File: config.mk
export PLATFORM = sky130hd
export DESIGN_NAME = pk_operand_router
export DESIGN_NICKNAME = d
export VERILOG_FILES = /design/src/rtl/pk_route_pkg.sv /design/src/rtl/pk_instr_decode.sv /design/src/rtl/pk_half_select.sv /design/src/rtl/pk_operand_router.sv
export SDC_FILE = /design/constraint.sdc
export NUM_CORES = 1
export LEC_CHECK = 0
export ABC_AREA = 1
export BUFFER_PORTS_ARGS = -buffer_cell sky130_fd_sc_hd__buf_2
export CORE_MARGIN = 4
export CORE_UTILIZATION = 42
export DETAILED_ROUTE_END_ITERATION = 10
export PLACE_DENSITY_LB_ADDON = 0.08
export SYNTH_ARGS = -nofsm -noshare
export SYNTH_HDL_FRONTEND = slang
export SYNTH_HIERARCHICAL = 1
export SYNTH_SLANG_ARGS = --single-unit
File: constraint.sdc
create_clock -name clk -period 1 [get_ports clk]
set_input_delay 0.1 -clock clk [delete_from_list [all_inputs] [get_ports clk]]
set_output_delay 0.1 -clock clk [all_outputs]
set_load 0.05 [all_outputs]
File: src/rtl/pk_route_pkg.sv
// Package: shared widths, instruction field positions and decoded-field type
// for the packed-instruction operand half selector.
// Assumes a 64-bit instruction word carrying three 32-bit sources, each split
// into two 16-bit halves. Field positions are fixed by the instruction format.
package pk_route_pkg;

    localparam int SRC_N    = 3;
    localparam int HALF_W   = 16;
    localparam int WORD_W   = 2 * HALF_W;
    localparam int INSTR_W  = 64;
    localparam int DST_W    = 8;
    localparam int OPC_W    = 7;
    localparam int SRC_ID_W = 9;
    localparam int SIG_W    = 9;

    localparam int SRC_BUS_W = SRC_N * WORD_W;
    localparam int OPS_W     = SRC_N * HALF_W;
    localparam int IDS_W     = SRC_N * SRC_ID_W;

    // Bit positions inside the instruction word
    localparam int DST_LSB    = 0;
    localparam int NEG_HI_LSB = 8;
    localparam int SEL_LO_LSB = 11;
    localparam int CLAMP_POS  = 15;
    localparam int OPC_LSB    = 16;
    localparam int SIG_LSB    = 23;
    localparam int SRCID_LSB  = 32;
    localparam int NEG_LO_LSB = 61;

    localparam logic [SIG_W-1:0] SIG_VALUE = 9'b110100111;

    // Opcode bounds of the floating-point class
    localparam logic [OPC_W-1:0] FP_A_FIRST = 7'd14;
    localparam logic [OPC_W-1:0] FP_A_LAST  = 7'd18;
    localparam logic [OPC_W-1:0] FP_B_FIRST = 7'd32;
    localparam logic [OPC_W-1:0] FP_B_LAST  = 7'd34;

    // High-lane select bit of source i: source 0 sits below the clamp bit,
    // sources 1 and 2 sit just above the third source field.
    function automatic int sel_hi_pos(input int idx);
        return (idx == 0) ? 14 : (58 + idx);
    endfunction

    // True when the opcode belongs to the floating-point class
    function automatic logic opc_is_float(input logic [OPC_W-1:0] opc);
        return ((opc >= FP_A_FIRST) && (opc <= FP_A_LAST)) ||
               ((opc >= FP_B_FIRST) && (opc <= FP_B_LAST));
    endfunction

    typedef struct packed {
        logic [DST_W-1:0]               dst;
        logic [OPC_W-1:0]               opc;
        logic                           clamp;
        logic                           is_float;
        logic                           sig_ok;
        logic [SRC_N-1:0][SRC_ID_W-1:0] src_id;
        logic [SRC_N-1:0]               sel_lo;
        logic [SRC_N-1:0]               sel_hi;
        logic [SRC_N-1:0]               neg_lo;
        logic [SRC_N-1:0]               neg_hi;
    } pk_fields_t;

endpackage

File: src/rtl/pk_instr_decode.sv
// Module: pk_instr_decode
// Splits a packed-math instruction word into its fields, gathers the scattered
// high-lane select bits, classifies the opcode and checks the signature.
// Purely combinational; assumes the word is stable while it is sampled.
module pk_instr_decode
    import pk_route_pkg::*;
(
    input  logic [INSTR_W-1:0] instr,
    output pk_fields_t         fields
);

    // Field extraction and per-source bit gathering
    always_comb begin
        fields          = '0;
        fields.dst      = instr[DST_LSB +: DST_W];
        fields.opc      = instr[OPC_LSB +: OPC_W];
        fields.clamp    = instr[CLAMP_POS];
        fields.sig_ok   = (instr[SIG_LSB +: SIG_W] == SIG_VALUE);
        fields.is_float = opc_is_float(instr[OPC_LSB +: OPC_W]);
        for (int i = 0; i < SRC_N; i++) begin
            fields.src_id[i] = instr[SRCID_LSB + i*SRC_ID_W +: SRC_ID_W];
            fields.sel_lo[i] = instr[SEL_LO_LSB + i];
            fields.sel_hi[i] = instr[sel_hi_pos(i)];
            fields.neg_lo[i] = instr[NEG_LO_LSB + i];
            fields.neg_hi[i] = instr[NEG_HI_LSB + i];
        end
    end

endmodule

File: src/rtl/pk_half_select.sv
// Module: pk_half_select
// For one source word, picks the half for each lane and applies that lane's
// sign inversion when the opcode is floating-point. Combinational.
// Assumes the sign of a half-width value sits in its top bit.
module pk_half_select #(
    parameter int HALF_W = 16
) (
    input  logic [2*HALF_W-1:0] word,
    input  logic                sel_lo,
    input  logic                sel_hi,
    input  logic                neg_lo,
    input  logic                neg_hi,
    input  logic                is_float,
    output logic [HALF_W-1:0]   lo_op,
    output logic [HALF_W-1:0]   hi_op
);

    localparam logic [HALF_W-1:0] SIGN_MASK = {1'b1, {(HALF_W-1){1'b0}}};

    logic [HALF_W-1:0] lo_half;
    logic [HALF_W-1:0] hi_half;
    logic [HALF_W-1:0] lo_flip;
    logic [HALF_W-1:0] hi_flip;

    // Half choice per lane: 0 picks the lower half, 1 the upper half
    always_comb begin
        lo_half = sel_lo ? word[HALF_W +: HALF_W] : word[0 +: HALF_W];
        hi_half = sel_hi ? word[HALF_W +: HALF_W] : word[0 +: HALF_W];
    end

    // Sign inversion masks, active only for floating-point opcodes
    always_comb begin
        lo_flip = (is_float && neg_lo) ? SIGN_MASK : '0;
        hi_flip = (is_float && neg_hi) ? SIGN_MASK : '0;
    end

    // Final lane operands
    always_comb begin
        lo_op = lo_half ^ lo_flip;
        hi_op = hi_half ^ hi_flip;
    end

endmodule

File: src/rtl/pk_operand_router.sv
// Module: pk_operand_router (top)
// Decodes a packed-math instruction, routes the three source values into
// low-lane and high-lane 16-bit operands, and registers everything with one
// cycle of latency. A failed signature check raises illegal, not valid_out.
// Assumes src_data is aligned with instr in the cycle valid_in is high.
// Data outputs hold their value in cycles without valid_in.
module pk_operand_router
    import pk_route_pkg::*;
(
    input  logic                 clk,
    input  logic                 rst_n,
    input  logic                 valid_in,
    input  logic [INSTR_W-1:0]   instr,
    input  logic [SRC_BUS_W-1:0] src_data,
    output logic                 valid_out,
    output logic                 illegal,
    output logic [DST_W-1:0]     dst,
    output logic [OPC_W-1:0]     opcode,
    output logic                 clamp,
    output logic                 float_op,
    output logic [IDS_W-1:0]     src_ids,
    output logic [OPS_W-1:0]     lo_ops,
    output logic [OPS_W-1:0]     hi_ops
);

    pk_fields_t         fields;
    logic [OPS_W-1:0]   lo_next;
    logic [OPS_W-1:0]   hi_next;
    logic [IDS_W-1:0]   ids_next;

    pk_instr_decode u_decode (
        .instr  (instr),
        .fields (fields)
    );

    // One selector per source
    for (genvar g = 0; g < SRC_N; g++) begin : g_src
        pk_half_select #(.HALF_W(HALF_W)) u_sel (
            .word     (src_data[g*WORD_W +: WORD_W]),
            .sel_lo   (fields.sel_lo[g]),
            .sel_hi   (fields.sel_hi[g]),
            .neg_lo   (fields.neg_lo[g]),
            .neg_hi   (fields.neg_hi[g]),
            .is_float (fields.is_float),
            .lo_op    (lo_next[g*HALF_W +: HALF_W]),
            .hi_op    (hi_next[g*HALF_W +: HALF_W])
        );
        assign ids_next[g*SRC_ID_W +: SRC_ID_W] = fields.src_id[g];
    end

    // Status register: valid or illegal for each presented word
    always_ff @(posedge clk) begin
        if (!rst_n) begin
            valid_out <= 1'b0;
            illegal   <= 1'b0;
        end else begin
            valid_out <= valid_in &&  fields.sig_ok;
            illegal   <= valid_in && !fields.sig_ok;
        end
    end

    // Data register: loads on valid_in, holds otherwise
    always_ff @(posedge clk) begin
        if (!rst_n) begin
            dst      <= '0;
            opcode   <= '0;
            clamp    <= 1'b0;
            float_op <= 1'b0;
            src_ids  <= '0;
            lo_ops   <= '0;
            hi_ops   <= '0;
        end else if (valid_in) begin
            dst      <= fields.dst;
            opcode   <= fields.opc;
            clamp    <= fields.clamp;
            float_op <= fields.is_float;
            src_ids  <= ids_next;
            lo_ops   <= lo_next;
            hi_ops   <= hi_next;
        end
    end

endmodule

After elaboration in Yosys (flattened, before gate mapping)
Cells that the tools add are included.
W data, S select, Z words.
{"block": "totals", "regBits": 142, "mem_count": 0, "ramBits": 0, "rom_bits": 0, "elab_cells": 44, "in_bits": 163, "latchBits": 0}
{"block": "classes", "order_cmp": 4, "n_mul": 0, "n_eq_ne": 1, "n_mux": 12, "div_mod_pow": 0, "add_sub_neg": 0, "n_reduce_logical": 12, "bitwise": 6, "shifts": 0}
{"cell": "$mux W16", "count": 12}
{"cell": "$xor A16 B16 Y16", "count": 6}
{"cell": "$logic_and A1 B1 Y1", "count": 10}
{"cell": "$eq A9 B9 Y1 const B", "count": 1}
{"cell": "$ge A7 B4 Y1 const B", "count": 1}
{"cell": "$ge A7 B6 Y1 const B", "count": 1}
{"cell": "$le A7 B5 Y1 const B", "count": 1}
{"cell": "$le A7 B6 Y1 const B", "count": 1}
{"cell": "$logic_not A1 Y1", "count": 1}
{"cell": "$logic_or A1 B1 Y1", "count": 1}

Longest topological paths before layout
{"block": "depth", "ltp_word": 6, "ltp_mapped": 14, "ltp_nobuf": 14}

Modules after synthesis
The synthesis kept the hierarchy.
{"mod": "pk_operand_router", "n_inst": 1, "area_each_um2": 5739.3, "seq_area_each_um2": 2842.7, "cells_each": 893}
{"mod": "pk_half_select", "n_inst": 3, "area_each_um2": 429.2, "seq_area_each_um2": 0.0, "cells_each": 99}
{"mod": "pk_instr_decode", "n_inst": 1, "area_each_um2": 519.2, "seq_area_each_um2": 0.0, "cells_each": 79}

Least setup slack after synthesis
Ideal clock, no wire load.
{"block": "synth_path", "path_type": "input to register", "startpoint": "input port instr[20]", "endpoint": "register lo_ops[47]", "path_buffers": 0, "arrival_ns": 0.956, "setup_time_ns": 0.064, "path_slack_ns": -0.020, "path_stages": 13, "path_cell_list": "nor2_1 > nand2_1 > nand2_1 > nand2_1 > nor2_2 > nand2_1 > inv_1 > nand3_1 > nand2_1 > inv_1 > nand2_1 > nand2_1 > nor2_1"}
{"item": "start, declared", "line": "pk_operand_router.sv:13", "text": "input logic [INSTR_W-1:0] instr,"}
{"item": "end signal, assigned", "line": "pk_operand_router.sv:78", "text": "lo_ops <= lo_next;"}
{"item": "end, declared", "line": "pk_operand_router.sv:22", "text": "output logic [OPS_W-1:0] lo_ops,"}

Worst setup path after layout
{"block": "layout_path", "startpoint": "register hi_ops[19]", "endpoint": "output port hi_ops[19]"}
{"item": "start, declared", "line": "pk_operand_router.sv:23", "text": "output logic [OPS_W-1:0] hi_ops"}
{"item": "start signal, assigned", "line": "pk_operand_router.sv:79", "text": "hi_ops <= hi_next;"}
No word-level cell between the ends.

==> flow_metrics.tcl <==
set metrics [dict create \
    grt.met3_usage_pct 6.620 \
    powerDensity_nw_per_um2 1520 \
    port_buffers 304 \
    gp_congestion 0.7970 \
    synthCells 1269 \
    dp_slack_ns -0.3163 \
    synth-xor-area-share_pct 0 \
    hpwl_um 15250 \
    slew_violations 0 \
    core.rowCount 48 \
    r2r_start "hi_ops[23]" \
    cts_buffers 17 \
    dieWidth_um 142.0 \
    final_cell_mix "nand2_1, nor2_1, inv_1" \
    die_y_um 142.0 \
    start_util_pct 43.18 \
    grt_antenna_before_repair 4 \
    synth_top_family_by_area "simple AND/OR/NAND/NOR gates" \
    synth_top_area_cell "dfxtp_1" \
    drtIter0Drc 334 \
    syn_nets 1432 \
    fin_ws_ns -0.02509 \
    rsz0062_at_grt "true" \
    grt_pass1_wl_um 34960 \
    totalWireLength_um 22240 \
    drive_above_1_share_pct 33.40 \
    final-setup-viol-count 56 \
    failed_checks "negative setup slack" \
    finClkSkew_ns 0 \
    post_drt_wl_per_cell_um 12.40 \
    crit_family "flip-flops" \
    tns_ns -0.3914 \
    reg2reg_slack_ns 0.30 \
    synth_simple_gate_area_share_pct 35.68 \
    final.min_clock_period_ns 1.025 \
    crit_chain "buf_8" \
    synthDistinctLibCells 13 \
    ys_top_cells_by_area "dfxtp_1, nand2_1, nor2_1" \
    critPathRequiredTime_ns 0.90 \
    final_common_cell "nand2_1" \
    clk_pin_slew_ns 0.06 \
    cpPeakStageDelay_ns 0.36 \
    synth.area.mux_share_pct 0 \
    grt_max_degree 45 \
    num_vias 7775 \
    drc_errors 0 \
    core-area_um2 17480 \
    clk-insertion-delay-late_ns 0.41 \
    grt_use_met2_pct 35.95 \
    end_kind "primary output" \
    met1_usage_pct 24.86 \
    track_usage_pct 21.26 \
    outcome "finished, violations left" \
    slew_headroom_pct 81.33 \
    cts.path.max_buffers 2 \
    vdd_drop_max_uv 1094 \
    grt_overflow 0 \
    maxCapViolations 0 \
    htreeDepth 4 \
    clock-sinks 142 \
    yosysTopAreaCellShare_pct 37.67 \
    io_pins 305 \
    hp-class "in2reg" \
    area_growth_pct 54.14 \
    fmax_mhz 975.5 \
    leakage_nw 6.419 \
    avgViaCountPerCell 4.336 \
    fin_crit_sh_pct 102.5 \
    crit_type "reg2out" \
    ys_seq_area_share_pct 37.67 \
    cp-startpoint "hi_ops[19]" \
    synth_seq_cells 142 \
    dieArea_um2 20180 \
    yosys_warnings 6 \
    cts_root_buf "clkbuf_16" \
    cts_tree "yes" \
    synthAdderAreaFrac_pct 0 \
    antenna_left 0 \
    worstPathBufferInverterCount 1 \
    grt_pass1_vias 7254 \
    firstDrtPassIters 5 \
    worst_slew_pin_slew_ns 0.2771 \
    num-nets-final 1716 \
    path_max_fanout 2 \
    synth_compound_area_share_pct 5.969 \
    grt.busiest_layer "met2" \
    synth_area_per_cell_um2 5.946 \
    hold_violations 0 \
    synth_area_um2 7546 \
    cp-start-kind "register" \
    holdCritStartpoint "instr[20]" \
    cp_slowest_cell "dfxtp_2" \
    cp.arrival_ns 0.93 \
]
-- routing by layer --
metal,part of all wire [%],up-vias
met5,0.094,-
met4,3.1,4
met2,47,251
li1,-,4180
met3,8.1,42
met1,42,3298
-- worst register-to-register path, delay by kind of cell, from the launching register on --
family | cells | cell delay [ns]
buf+inv | 1 | 0.13
flops | 1 | 0.33
simple gates | 2 | 0.13
-- cells in the mapped netlist --
| cell type | number |
|---|---|
| clkbuf_1 | 5 |
| nor2_1 | 283 |
| inv_1 | 206 |
| nand4_1 | 1 |
| nor2_2 | 1 |
| dfxtp_1 | 142 |
| buf_4 | 77 |
| nand3_1 | 8 |
| or2_0 | 1 |
| buf_2 | 38 |
| nand2_1 | 416 |
| o21ai_0 | 90 |
| nor3_2 | 1 |
-- power by group --
part / internal [mW] / total (mW) / switching (mW) / leakage (nW)
Sequential: 6.16 / 6.52 / 0.365 / 1.22
Clock: 3.76 / 6.28 / 2.52 / 0.269
Combinational: 2.05 / 4.88 / 2.83 / 4.93
-- flip-flops by register name (all words and copies together) (netlist names) --
signal / flops
clamp: 1
lo_ops: 48
illegal: 1
dst: 8
float_op: 1
src_ids: 27
valid_out: 1
hi_ops: 48
opcode: 7
-- worst paths after layout --
path                              endpoint  cells past startpoint
worst min register to register      dst[1]                      2
worst max register to register  hi_ops[23]                      3
worst max-delay path            hi_ops[19]                      1
worst min-delay path             opcode[4]                      5
-- final cells by class --
cell class	instances	area [um2]
fill	1516	5846
antenna	2	5.005
tap	225	281.5
multi-input combinational	801	3161
sequential	142	3023
inverter	206	773.2
clock buffer	20	446.7
timing repair buffer	385	3804
clock inverter	12	137.6
-- timing repair --
item	CTS	global route
setup endpoints to repair	142	152
endpoints found under the hold margin	41	0
pin swaps	0	4
hold buffers	41	0
setup buffers	2	9
gates cloned	0	1
gates resized for setup	549	21
-- cells by family after synthesis --
kind of cell / Yosys count
DFF: 142
buffers and inverters: 326
AOI/OAI and AO/OA: 90
and+or+nand+nor: 711
-- stage by stage --
stage / instance area, um2 / power, mW / instances / utilization, % / hold WS (ns)
after floorplan: 7551 / 9.319 / 1269 / - / 0.3179
after global placement: 8926 / 10.27 / 1706 / 51.07 / 0.3853
after CTS: 11460 / 17.74 / 1781 / 65.59 / 0.002677
after detailed placement: 8926 / 10.29 / 1706 / 51.07 / 0.3935
after global routing: 11630 / 18.51 / 1793 / 66.55 / 0.05140
final: 11630 / 17.68 / 1793 / 66.55 / 0.02573
Power figures use the tool's default switching activity.
